`src/rtl/icu_pkg.sv`:
```
package icu_pkg;

    // Register word indices (byte offset / 4)
    localparam int WORD_MASK     = 0;
    localparam int WORD_EN_SET   = 1;
    localparam int WORD_EN_CLR   = 2;
    localparam int WORD_EN_LO    = 3;
    localparam int WORD_EN_HI    = 4;
    localparam int WORD_VECTOR   = 5;
    localparam int WORD_PRIO_LOW = 8;

    localparam int BUS_W = 32;

    typedef enum logic [0:0] {
        BUS_IDLE = 1'b0,
        BUS_RESP = 1'b1
    } bus_state_e;

endpackage

```
`src/rtl/icu_regs.sv`:
```
module icu_regs
    import icu_pkg::*;
#(
    parameter int NSRC = 64,
    parameter int PW   = 4,
    parameter int AW   = 6
) (
    input  logic                 clk,
    input  logic                 rst_n,
    input  logic                 wr,
    input  logic [AW-1:0]        word,
    input  logic [BUS_W-1:0]     wdata,
    output logic [NSRC-1:0]      en_o,
    output logic [NSRC*PW-1:0]   prio_o,
    output logic [PW:0]          mask_o
);
    localparam int IDW  = $clog2(NSRC);
    localparam int PER  = BUS_W / PW;
    localparam int NGRP = NSRC / PER;

    logic [NSRC-1:0]    en_q;
    logic [NSRC*PW-1:0] prio_q;
    logic [PW:0]        mask_q;

    logic hit_set, hit_clr, hit_mask;
    assign hit_set  = wr && (word == AW'(WORD_EN_SET));
    assign hit_clr  = wr && (word == AW'(WORD_EN_CLR));
    assign hit_mask = wr && (word == AW'(WORD_MASK));

    // enable bits, one per write
    always_ff @(posedge clk) begin
        if (!rst_n) begin
            en_q <= '0;
        end else if (hit_set) begin
            en_q[wdata[IDW-1:0]] <= 1'b1;
        end else if (hit_clr) begin
            en_q[wdata[IDW-1:0]] <= 1'b0;
        end
    end

    // mask register
    always_ff @(posedge clk) begin
        if (!rst_n) begin
            mask_q <= '1;
        end else if (hit_mask) begin
            mask_q <= wdata[PW:0];
        end
    end

    // priority words, descending address with rising source index
    for (genvar g = 0; g < NGRP; g++) begin : g_prio
        localparam int GWORD = WORD_PRIO_LOW + NGRP - 1 - g;
        always_ff @(posedge clk) begin
            if (!rst_n) begin
                prio_q[g*BUS_W +: BUS_W] <= '0;
            end else if (wr && (word == AW'(GWORD))) begin
                prio_q[g*BUS_W +: BUS_W] <= wdata;
            end
        end
    end

    assign en_o   = en_q;
    assign prio_o = prio_q;
    assign mask_o = mask_q;

    // a set write touches at most one bit, and it ends up set
    assert_set_single_R1: assert property (@(posedge clk) disable iff (!rst_n)
        hit_set |=> ($countones(en_q ^ $past(en_q)) <= 1) && ((en_q & ~$past(en_q)) == (en_q ^ $past(en_q))));

    // a clear write touches at most one bit, and only by clearing
    assert_clr_single_R2: assert property (@(posedge clk) disable iff (!rst_n)
        hit_clr |=> ($countones(en_q ^ $past(en_q)) <= 1) && ((~en_q & $past(en_q)) == (en_q ^ $past(en_q))));

    // enables hold without a set or clear write
    assert_en_hold_R2: assert property (@(posedge clk) disable iff (!rst_n)
        !(hit_set || hit_clr) |=> $stable(en_q));

endmodule

```
`src/rtl/icu_arbiter.sv`:
```
module icu_arbiter
    import icu_pkg::*;
#(
    parameter int NSRC = 64,
    parameter int PW   = 4
) (
    input  logic                 clk,
    input  logic                 rst_n,
    input  logic [NSRC-1:0]      src,
    input  logic [NSRC-1:0]      en,
    input  logic [NSRC*PW-1:0]   prio,
    input  logic [PW:0]          mask,
    output logic                 win_valid,
    output logic [$clog2(NSRC)-1:0] win_id,
    output logic [PW-1:0]        win_prio
);
    localparam int IDW   = $clog2(NSRC);
    localparam int KW    = 1 + PW + IDW;
    localparam int NODES = 2*NSRC - 1;

    // key = {qualifies, priority, index}; larger key wins
    logic [KW-1:0] node [NODES];
    logic [NSRC-1:0] qual;

    always_comb begin
        for (int i = 0; i < NSRC; i++) begin
            qual[i] = src[i] && en[i] &&
                      (mask[PW] || (prio[i*PW +: PW] > mask[PW-1:0]));
            node[NSRC-1+i] = qual[i] ? {1'b1, prio[i*PW +: PW], IDW'(i)} : '0;
        end
        for (int j = NSRC-2; j >= 0; j--) begin
            node[j] = (node[2*j+1] > node[2*j+2]) ? node[2*j+1] : node[2*j+2];
        end
    end

    assign win_valid = node[0][KW-1];
    assign win_prio  = node[0][KW-2 -: PW];
    assign win_id    = node[0][IDW-1:0];

    // the reported source is high and enabled
    assert_win_live_R7: assert property (@(posedge clk) disable iff (!rst_n)
        win_valid |-> (src[win_id] && en[win_id]));

    // the reported level lies above an active mask
    assert_win_above_mask_R6: assert property (@(posedge clk) disable iff (!rst_n)
        (win_valid && !mask[PW]) |-> (win_prio > mask[PW-1:0]));

    // the reported level is the source's programmed field
    assert_win_prio_R3: assert property (@(posedge clk) disable iff (!rst_n)
        win_valid |-> (win_prio == prio[win_id*PW +: PW]));

endmodule

```
`src/rtl/icu_bus.sv`:
```
module icu_bus
    import icu_pkg::*;
#(
    parameter int NSRC = 64,
    parameter int PW   = 4,
    parameter int AW   = 6
) (
    input  logic                 clk,
    input  logic                 rst_n,
    input  logic                 rd,
    input  logic [AW-1:0]        word,
    input  logic [NSRC-1:0]      en,
    input  logic [NSRC*PW-1:0]   prio,
    input  logic [PW:0]          mask,
    input  logic                 win_valid,
    input  logic [$clog2(NSRC)-1:0] win_id,
    input  logic [PW-1:0]        win_prio,
    output logic [BUS_W-1:0]     rdata
);
    localparam int NGRP = NSRC / (BUS_W / PW);
    localparam int HALF = BUS_W / 2;

    bus_state_e       state_q, state_d;
    logic [BUS_W-1:0] rd_mux, rdata_q;
    logic [2*BUS_W-1:0] en_pad;
    logic             word_known;

    assign en_pad = (2*BUS_W)'(en);

    always_comb begin
        rd_mux = '0;
        if (word == AW'(WORD_MASK))        rd_mux = BUS_W'(mask);
        else if (word == AW'(WORD_EN_LO))  rd_mux = en_pad[BUS_W-1:0];
        else if (word == AW'(WORD_EN_HI))  rd_mux = en_pad[2*BUS_W-1:BUS_W];
        else if (word == AW'(WORD_VECTOR))
            rd_mux = win_valid ? {HALF'(win_id), HALF'(win_prio)} : '1;
        for (int g = 0; g < NGRP; g++) begin
            if (word == AW'(WORD_PRIO_LOW + NGRP - 1 - g))
                rd_mux = prio[g*BUS_W +: BUS_W];
        end
    end

    assign word_known = (word <= AW'(WORD_VECTOR)) ||
                        ((word >= AW'(WORD_PRIO_LOW)) && (word < AW'(WORD_PRIO_LOW + NGRP)));

    // state register
    always_ff @(posedge clk) begin
        if (!rst_n) state_q <= BUS_IDLE;
        else        state_q <= state_d;
    end

    always_ff @(posedge clk) begin
        if (!rst_n)  rdata_q <= '0;
        else if (rd) rdata_q <= rd_mux;
    end

    // transitions: read-accept, read-chain, read-done
    always_comb begin
        state_d = state_q;
        unique case (state_q)
            BUS_IDLE: state_d = rd ? BUS_RESP : BUS_IDLE;
            BUS_RESP: state_d = rd ? BUS_RESP : BUS_IDLE;
            default:  state_d = BUS_IDLE;
        endcase
    end

    // outputs
    always_comb begin
        rdata = '0;
        unique case (state_q)
            BUS_IDLE: rdata = '0;
            BUS_RESP: rdata = rdata_q;
            default:  rdata = '0;
        endcase
    end

    // unmapped reads return zero on the following cycle
    assert_unmapped_zero_R10: assert property (@(posedge clk) disable iff (!rst_n)
        (rd && !word_known) |=> (rdata == '0));

    // no strobe, no data
    assert_idle_zero_R10: assert property (@(posedge clk) disable iff (!rst_n)
        !rd |=> (rdata == '0));

endmodule

```
`src/rtl/icu_top.sv`:
```
module icu_top
    import icu_pkg::*;
#(
    parameter int NSRC   = 64,
    parameter int PW     = 4,
    parameter int ADDR_W = 8
) (
    input  logic              clk,
    input  logic              rst_n,
    input  logic [NSRC-1:0]   src_i,
    input  logic              bus_wr,
    input  logic              bus_rd,
    input  logic [ADDR_W-1:0] bus_addr,
    input  logic [BUS_W-1:0]  bus_wdata,
    output logic [BUS_W-1:0]  bus_rdata,
    output logic              irq_o
);
    localparam int AW  = ADDR_W - 2;
    localparam int IDW = $clog2(NSRC);

    logic [AW-1:0]      word;
    logic [NSRC-1:0]    en;
    logic [NSRC*PW-1:0] prio;
    logic [PW:0]        mask;
    logic               win_valid;
    logic [IDW-1:0]     win_id;
    logic [PW-1:0]      win_prio;
    logic               irq_q;

    assign word = bus_addr[ADDR_W-1:2];

    icu_regs #(.NSRC(NSRC), .PW(PW), .AW(AW)) u_regs (
        .clk    (clk),
        .rst_n  (rst_n),
        .wr     (bus_wr),
        .word   (word),
        .wdata  (bus_wdata),
        .en_o   (en),
        .prio_o (prio),
        .mask_o (mask)
    );

    icu_arbiter #(.NSRC(NSRC), .PW(PW)) u_arb (
        .clk       (clk),
        .rst_n     (rst_n),
        .src       (src_i),
        .en        (en),
        .prio      (prio),
        .mask      (mask),
        .win_valid (win_valid),
        .win_id    (win_id),
        .win_prio  (win_prio)
    );

    icu_bus #(.NSRC(NSRC), .PW(PW), .AW(AW)) u_bus (
        .clk       (clk),
        .rst_n     (rst_n),
        .rd        (bus_rd),
        .word      (word),
        .en        (en),
        .prio      (prio),
        .mask      (mask),
        .win_valid (win_valid),
        .win_id    (win_id),
        .win_prio  (win_prio),
        .rdata     (bus_rdata)
    );

    always_ff @(posedge clk) begin
        if (!rst_n) irq_q <= 1'b0;
        else        irq_q <= win_valid;
    end

    assign irq_o = irq_q;

    // request follows a qualifying cycle by one clock
    assert_irq_rise_R8: assert property (@(posedge clk) disable iff (!rst_n)
        win_valid |=> irq_o);

    assert_irq_fall_R8: assert property (@(posedge clk) disable iff (!rst_n)
        !win_valid |=> !irq_o);

endmodule

```
`config.mk`:
```
export PLATFORM = sky130hd
export DESIGN_NAME = icu_top
export DESIGN_NICKNAME = d
export VERILOG_FILES = /design/src/rtl/icu_pkg.sv /design/src/rtl/icu_regs.sv /design/src/rtl/icu_arbiter.sv /design/src/rtl/icu_bus.sv /design/src/rtl/icu_top.sv
export SDC_FILE = /design/constraint.sdc
export NUM_CORES = 2
export LEC_CHECK = 0
export ABC_CLOCK_PERIOD_IN_PS = 12950
export CORE_ASPECT_RATIO = 1.5
export CORE_MARGIN = 5
export CORE_UTILIZATION = 55
export DETAILED_ROUTE_END_ITERATION = 10
export HOLD_SLACK_MARGIN = 0.1
export PLACE_DENSITY = 0.76
export SKIP_LAST_GASP = 1
export SYNTH_ARGS = -nofsm -noshare
export SYNTH_HDL_FRONTEND = slang
export SYNTH_SLANG_ARGS = --single-unit
```
`constraint.sdc`:
```
create_clock -name clk -period 12.95 [get_ports clk]
set_input_delay 2.59 -clock clk [delete_from_list [all_inputs] [get_ports clk]]
set_output_delay 2.59 -clock clk [all_outputs]
set_load 0.005 [all_outputs]
```
# Word-level counts from Yosys, hierarchy flattened
# Index checks and enable logic that the tools add are counted.
[classes]
n_lt_le_gt_ge = 129
n_eq_ne = 13
n_mux = 146
bitwise_logic = 4
reduce_logical = 206
[op_table]
columns = ["op", "n"]
rows = [
  ["$mux W11", 127],
  ["$gt A11 B11 Y1", 63],
  ["$mux W32", 13],
  ["$gt A4 B4 Y1", 64],
  ["$logic_and A1 B1 Y1", 140],
  ["$mux W64", 2],
  ["$and A64 B64 Y64", 1],
  ["$logic_or A1 B1 Y1", 64],
  ["$not A64 Y64", 1],
  ["$or A64 B64 Y64", 1],
  ["$pmux W32 S2", 1],
  ["$eq A6 B4 Y1 const B", 8],
  ["$eq A6 B2 Y1 const B", 2],
  ["$eq A6 B3 Y1 const B", 2],
  ["$lt A6 B7 Y1 const B", 1],
  ["$demux W1 S6", 1],
  ["$eq A6 B1 Y1 const B", 1],
  ["$ge A6 B1 Y1 const B", 1],
  ["$logic_not A6 Y1", 1],
  ["$mux W1", 2],
  ["$reduce_bool A2 Y1", 1],
  ["$not A1 Y1", 1],
]
[totals]
regBits = 359
inputBits = 108
wordCells = 511

# Logic depth before layout (Yosys ltp)
[depth]
word_depth = 29
depth_mapped = 68
depth_no_buf = 63

# Hierarchy
# A second synthesis with hierarchy kept.
[hier_totals]
hier_cells = 5133
hier_area_um2 = 40700.3
[by_module_without_submodules]
columns = ["mod", "n_inst", "cells_each", "area_each_um2", "seq_area_each_um2"]
rows = [
  ["icu_arbiter", 1, 3114, 23548.8, 0.0],
  ["icu_regs", 1, 1393, 12677.2, 6506.2],
  ["icu_bus", 1, 624, 4448.0, 660.6],
  ["icu_top", 1, 2, 26.3, 20.0],
]

# Worst setup path before layout
# OpenSTA, ideal clock, no wires.
[synth_timing]
kind = "input to register"
from = "input src_i[51]"
to = "register u_bus.rdata_q[15]"
arrival_ns = 13.100
t_required_ns = 12.863
path_slack_ns = -0.237
stages = 59
path_cell_list = "o211ai_1 -> a21oi_1 -> inv_1 -> ha_1 -> a21oi_1 -> o221ai_1 -> o21ai_1 -> nand3_1 -> o21ai_0 -> inv_1 -> ha_1 -> and4_1 -> nand2_1 -> or2_2 -> nor3_1 -> o32a_1 -> mux2i_1 -> inv_1 -> [... 23 more ...] -> o31a_1 -> buf_2 -> mux2_2 -> inv_1 -> ha_1 -> nor2b_1 -> o21a_1 -> o21a_1 -> o21ai_0 -> nand2b_1 -> a21oi_1 -> o21a_1 -> a221oi_2 -> o21a_2 -> buf_6 -> buf_6 -> a21boi_1 -> o31ai_1"
[synth_via]
elab_chain_cells = 28
[synth_lines]
columns = ["element", "line_no", "rtl"]
rows = [
  ["start: declaration", "icu_top.sv:10", "input logic [NSRC-1:0] src_i,"],
  ["$logic_and A1 B1 Y1 * (2 in a row)", "icu_arbiter.sv:27", "qual[i] = src[i] && en[i] &&"],
  ["$mux W11 *", "icu_arbiter.sv:29", "node[NSRC-1+i] = qual[i] ? {1'b1, prio[i*PW +: PW], IDW'(i)} : '0;"],
  ["$gt A11 B11 Y1", "icu_arbiter.sv:32", "node[j] = (node[2*j+1] > node[2*j+2]) ? node[2*j+1] : node[2*j+2];"],
  ["$mux W11 *", "icu_arbiter.sv:32", ""],
  ["$gt A11 B11 Y1", "icu_arbiter.sv:32", ""],
  ["$mux W11 *", "icu_arbiter.sv:32", ""],
  ["$gt A11 B11 Y1", "icu_arbiter.sv:32", ""],
  ["$mux W11 *", "icu_arbiter.sv:32", ""],
  ["[... 4 more ...]", "-", ""],
  ["$gt A11 B11 Y1", "icu_arbiter.sv:32", ""],
  ["$mux W11 *", "icu_arbiter.sv:32", ""],
  ["$mux W32 *", "icu_bus.sv:36", "rd_mux = win_valid ? {HALF'(win_id), HALF'(win_prio)} : '1;"],
  ["$mux W32 *", "icu_bus.sv:35", "else if (word == AW'(WORD_VECTOR))"],
  ["$mux W32 *", "icu_bus.sv:34", "else if (word == AW'(WORD_EN_HI)) rd_mux = en_pad[2*BUS_W-1:BUS_W];"],
  ["$mux W32 *", "icu_bus.sv:33", "else if (word == AW'(WORD_EN_LO)) rd_mux = en_pad[BUS_W-1:0];"],
  ["$mux W32 *", "icu_bus.sv:32", "if (word == AW'(WORD_MASK)) rd_mux = BUS_W'(mask);"],
  ["$mux W32 * (8 in a row)", "icu_bus.sv:38", "if (word == AW'(WORD_PRIO_LOW + NGRP - 1 - g))"],
  ["end signal: assignment", "icu_bus.sv:54", "else if (rd) rdata_q <= rd_mux;"],
  ["end: declaration", "icu_bus.sv:24", "logic [BUS_W-1:0] rd_mux, rdata_q;"],
]
# Mark *: on every way between the ends. The rest lies on a longest branch, timed or not.
# A chain may end at the register's enable or synchronous reset.

# Worst setup path in the final report
[layout_timing]
from = "input src_i[59]"
to = "register u_bus.rdata_q[7]"
# Same word-level chain as after synthesis.

==> results.json <==
{
  "outcome": "finished, violations left",
  "failed_checks": "capacitance limit, slew limit, setup timing",
  "multi_input_area_um2": 34300,
  "syn_area_per_cell_um2": 7.47,
  "die_h_um": 342,
  "worstMarginPinSlew_ns": 1.50,
  "share_comb_of_total_power_pct": 9.1,
  "post-route-drc-count": 0,
  "tritoncts": "built",
  "finalPower_mw": 2.51,
  "synthCells": 5394,
  "setup_viol": 33,
  "placed_cells": 7156,
  "slowest_delay_ns": 0.49,
  "cp-start-kind": "primary input",
  "start_util_pct": 55.5,
  "syn_area_um2": 40300,
  "synthToLayoutAreaGrowth_pct": 38.8,
  "critPathArrivalTime_ns": 14.27,
  "ys_seq_area_share_pct": 17.8,
  "layout.cells.non_filler": 7421,
  "routed_via_density": 6.64,
  "relSlewSlack_pct": -0.796,
  "pre_cts_ws_ns": -1.87,
  "postLayoutCoreUtil_pct": 77.0,
  "power_frac_seq_pct": 44.9,
  "io_pins": 141,
  "layout_commonest_cell": "buf_4",
  "setup_tns_ns": -23.66,
  "ys_types": 103,
  "setup_ws_ns": -0.832,
  "core_um2": 72700,
  "ys_seq_elements": 359,
  "finalHoldViolCount": 0,
  "cp_slowest_cell": "clkdlybuf4s50_1",
  "synth-edff-count": 0,
  "die-area_um2": 78900,
  "drtAntennaViolNets": 0,
  "placementRows": 121,
  "wire_per_inst_um": 27.6,
  "finalWirelength_um": 205000,
  "ys_async_sr_fraction_pct": 0,
  "die_w_um": 231,
  "cap_violations": 1,
  "cts_buffers": 35,
  "syn_nets": 6190,
  "min_period_over_period_pct": 106,
  "power_frac_clock_pct": 46.1,
  "power.leakage_nw": 25.3,
  "place.gp.congestion": 1.09,
  "yosysWarnings": 0,
  "dp.final_hpwl_um": 139000,
  "cts_sinks": 359,
  "first_pass_iters": 10,
  "root_buffer": "clkbuf_16",
  "vias": 49200,
  "drive_gt1_share_pct": 30.3,
  "grt_pass1_vias": 45000,
  "crit_type": "in -> reg",
  "switching_share_pct": 26.1,
  "rsz0062_at_grt": "true",
  "holdBufCountCts": 0,
  "overflow": 0,
  "power.internal_mw": 1.86,
  "grt_max_degree": 178,
  "seq_area_um2": 7190,
  "hold_class": "reg -> reg",
  "cp_common_cell": "buf_4",
  "irDropWorstVdd_mv": 0.0666,
  "finalClockSkew_ns": 0.0224,
  "htree_num_levels": 2,
  "nNetsFinal": 7262,
  "antenna_found_initial": 16,
  "crit_path_max_fanout": 5,
  "worstSetupEndpointType": "register",
  "drv_slew": 1,
  "clkLatencyLatePin_ns": 0.56,
  "clockBufferDepth": 3,
  "ys.flop_type": "dfxtp_1",
  "grt_pass1_wl_um": 266000,
  "io_buffers": 138,
  "cp_data_required_time_ns": 13.44,
  "drt_iter0_drc": 5568,
  "max_freq_mhz": 72.6,
  "power_density_nw_per_um2": 45.0,
  "grt_use_total_pct": 43.7,
  "switchingPower_uw": 656,
  "clk_pin_slew_ns": 0.08,
  "fillers": 4858,
  "mostFrequentLayoutCells": "1,088 x buf_4, 981 x nand2_1, 613 x ha_1",
  "fin_crit_ns": 13.78
}
[critical path: cells and delay by family]
| family | cells | cell delay (ns) |
|---|---|---|
| AOI/OAI and AO/OA | 28 | 5.36 |
| muxes | 3 | 0.94 |
| and+or+nand+nor | 10 | 1.35 |
| buffers and inverters | 16 | 2.50 |
| adders and majority gates | 6 | 1.53 |
[routing by layer]
metal  GRT usage [%]  part of all wire, %
met1            48.0                   33
met2            71.2                   44
met3            7.91                   10
met4            40.3                   13
met5               0                0.079
[kinds of logic after synthesis]
family                     after synthesis  share of synthesized area [%]
AOI/OAI and AO/OA                     1526                           26.8
muxes                                  226                           5.83
adders and majority gates              688                           21.4
and+or+nand+nor                       1902                           21.2
buffers and inverters                  692                           6.97
DFF                                    359                           17.8
xor gates and xnor gates                 1                         0.0217
[final timing paths]
kind	slack, ns	end	cells past startpoint	start
hold reg to reg	0.49	u_regs.prio_o[244]$_SDFFE_PN0P_	2	u_regs.prio_o[244]$_SDFFE_PN0P_
hold / removal	0.49	u_regs.prio_o[244]$_SDFFE_PN0P_	2	u_regs.prio_o[244]$_SDFFE_PN0P_
setup / recovery	-0.83	u_bus.rdata_q[7]$_SDFFE_PN0P_	63	src_i[59]
setup reg to reg	-0.09	u_bus.rdata_q[7]$_SDFFE_PN0P_	66	u_regs.mask_o[1]$_SDFFE_PN1P_
[cell usage after synthesis (all sizes together), types with 17 or more instances]
cell type | count | share of area [%]
ha | 688 | 21
o31ai | 68 | 1.3
a221o | 26 | 0.65
a21oi | 283 | 3.9
dfxtp | 359 | 18
o21a | 82 | 1.5
a31oi | 19 | 0.33
and4 | 20 | 0.43
nand2b | 42 | 0.65
o22ai | 35 | 0.56
nor4 | 25 | 0.39
nand3 | 114 | 1.4
o221ai | 30 | 0.65
a21boi | 327 | 6.1
a21o | 80 | 1.5
mux2 | 49 | 1.4
a22o | 18 | 0.41
o21ai | 242 | 3.0
mux2i | 177 | 4.4
nor3 | 33 | 0.42
and3 | 34 | 0.53
nand4 | 86 | 1.3
a211oi | 39 | 0.76
or2 | 17 | 0.26
a221oi | 27 | 0.68
nor2b | 87 | 1.4
buf | 62 | 1.1
o211ai | 98 | 1.9
nor2 | 277 | 2.6
nand2 | 1038 | 9.7
clkbuf | 185 | 1.7
inv | 445 | 4.2
a22oi | 35 | 0.66
and2 | 99 | 1.5
[final cells by class]
type                    instances  area share [%]
flip-flops and latches        359            12.9
multi-input cells            4347            61.3
clock inverters                12           0.306
diodes                          7          0.0313
inverters                     445            3.00
clock buffers                  51            1.96
well taps                     922            2.06
repair buffers               1278            18.5
[metrics by stage]
stage | area [µm²] | hold WS (ns)
global placement | 49000 | 0.452
floorplan | 40300 | 0.443
global route | 55900 | 0.509
CTS | 52200 | 0.469
detailed placement | 49000 | 0.458
finish | 55900 | 0.492
[power groups by stage]
stage                     Sequential (mW)  Clock (mW)  Combinational, mW
after detailed placement             1.15           0              0.207
after global placement               1.15           0              0.206
after floorplan                      1.14           0             0.0961
after global routing                 1.13        1.19              0.225
after CTS                            1.13        1.15              0.208
final                                1.13        1.16              0.228
[timing repair]
| action | in CTS | in global routing |
|---|---|---|
| endpoints found under the setup margin | 33 | 33 |
| pin swaps | 95 | 240 |
| gates cloned | 4 | 1 |
| gates resized for setup | 297 | 584 |
| setup buffers | 75 | 120 |
Power figures use the tool's default switching activity.
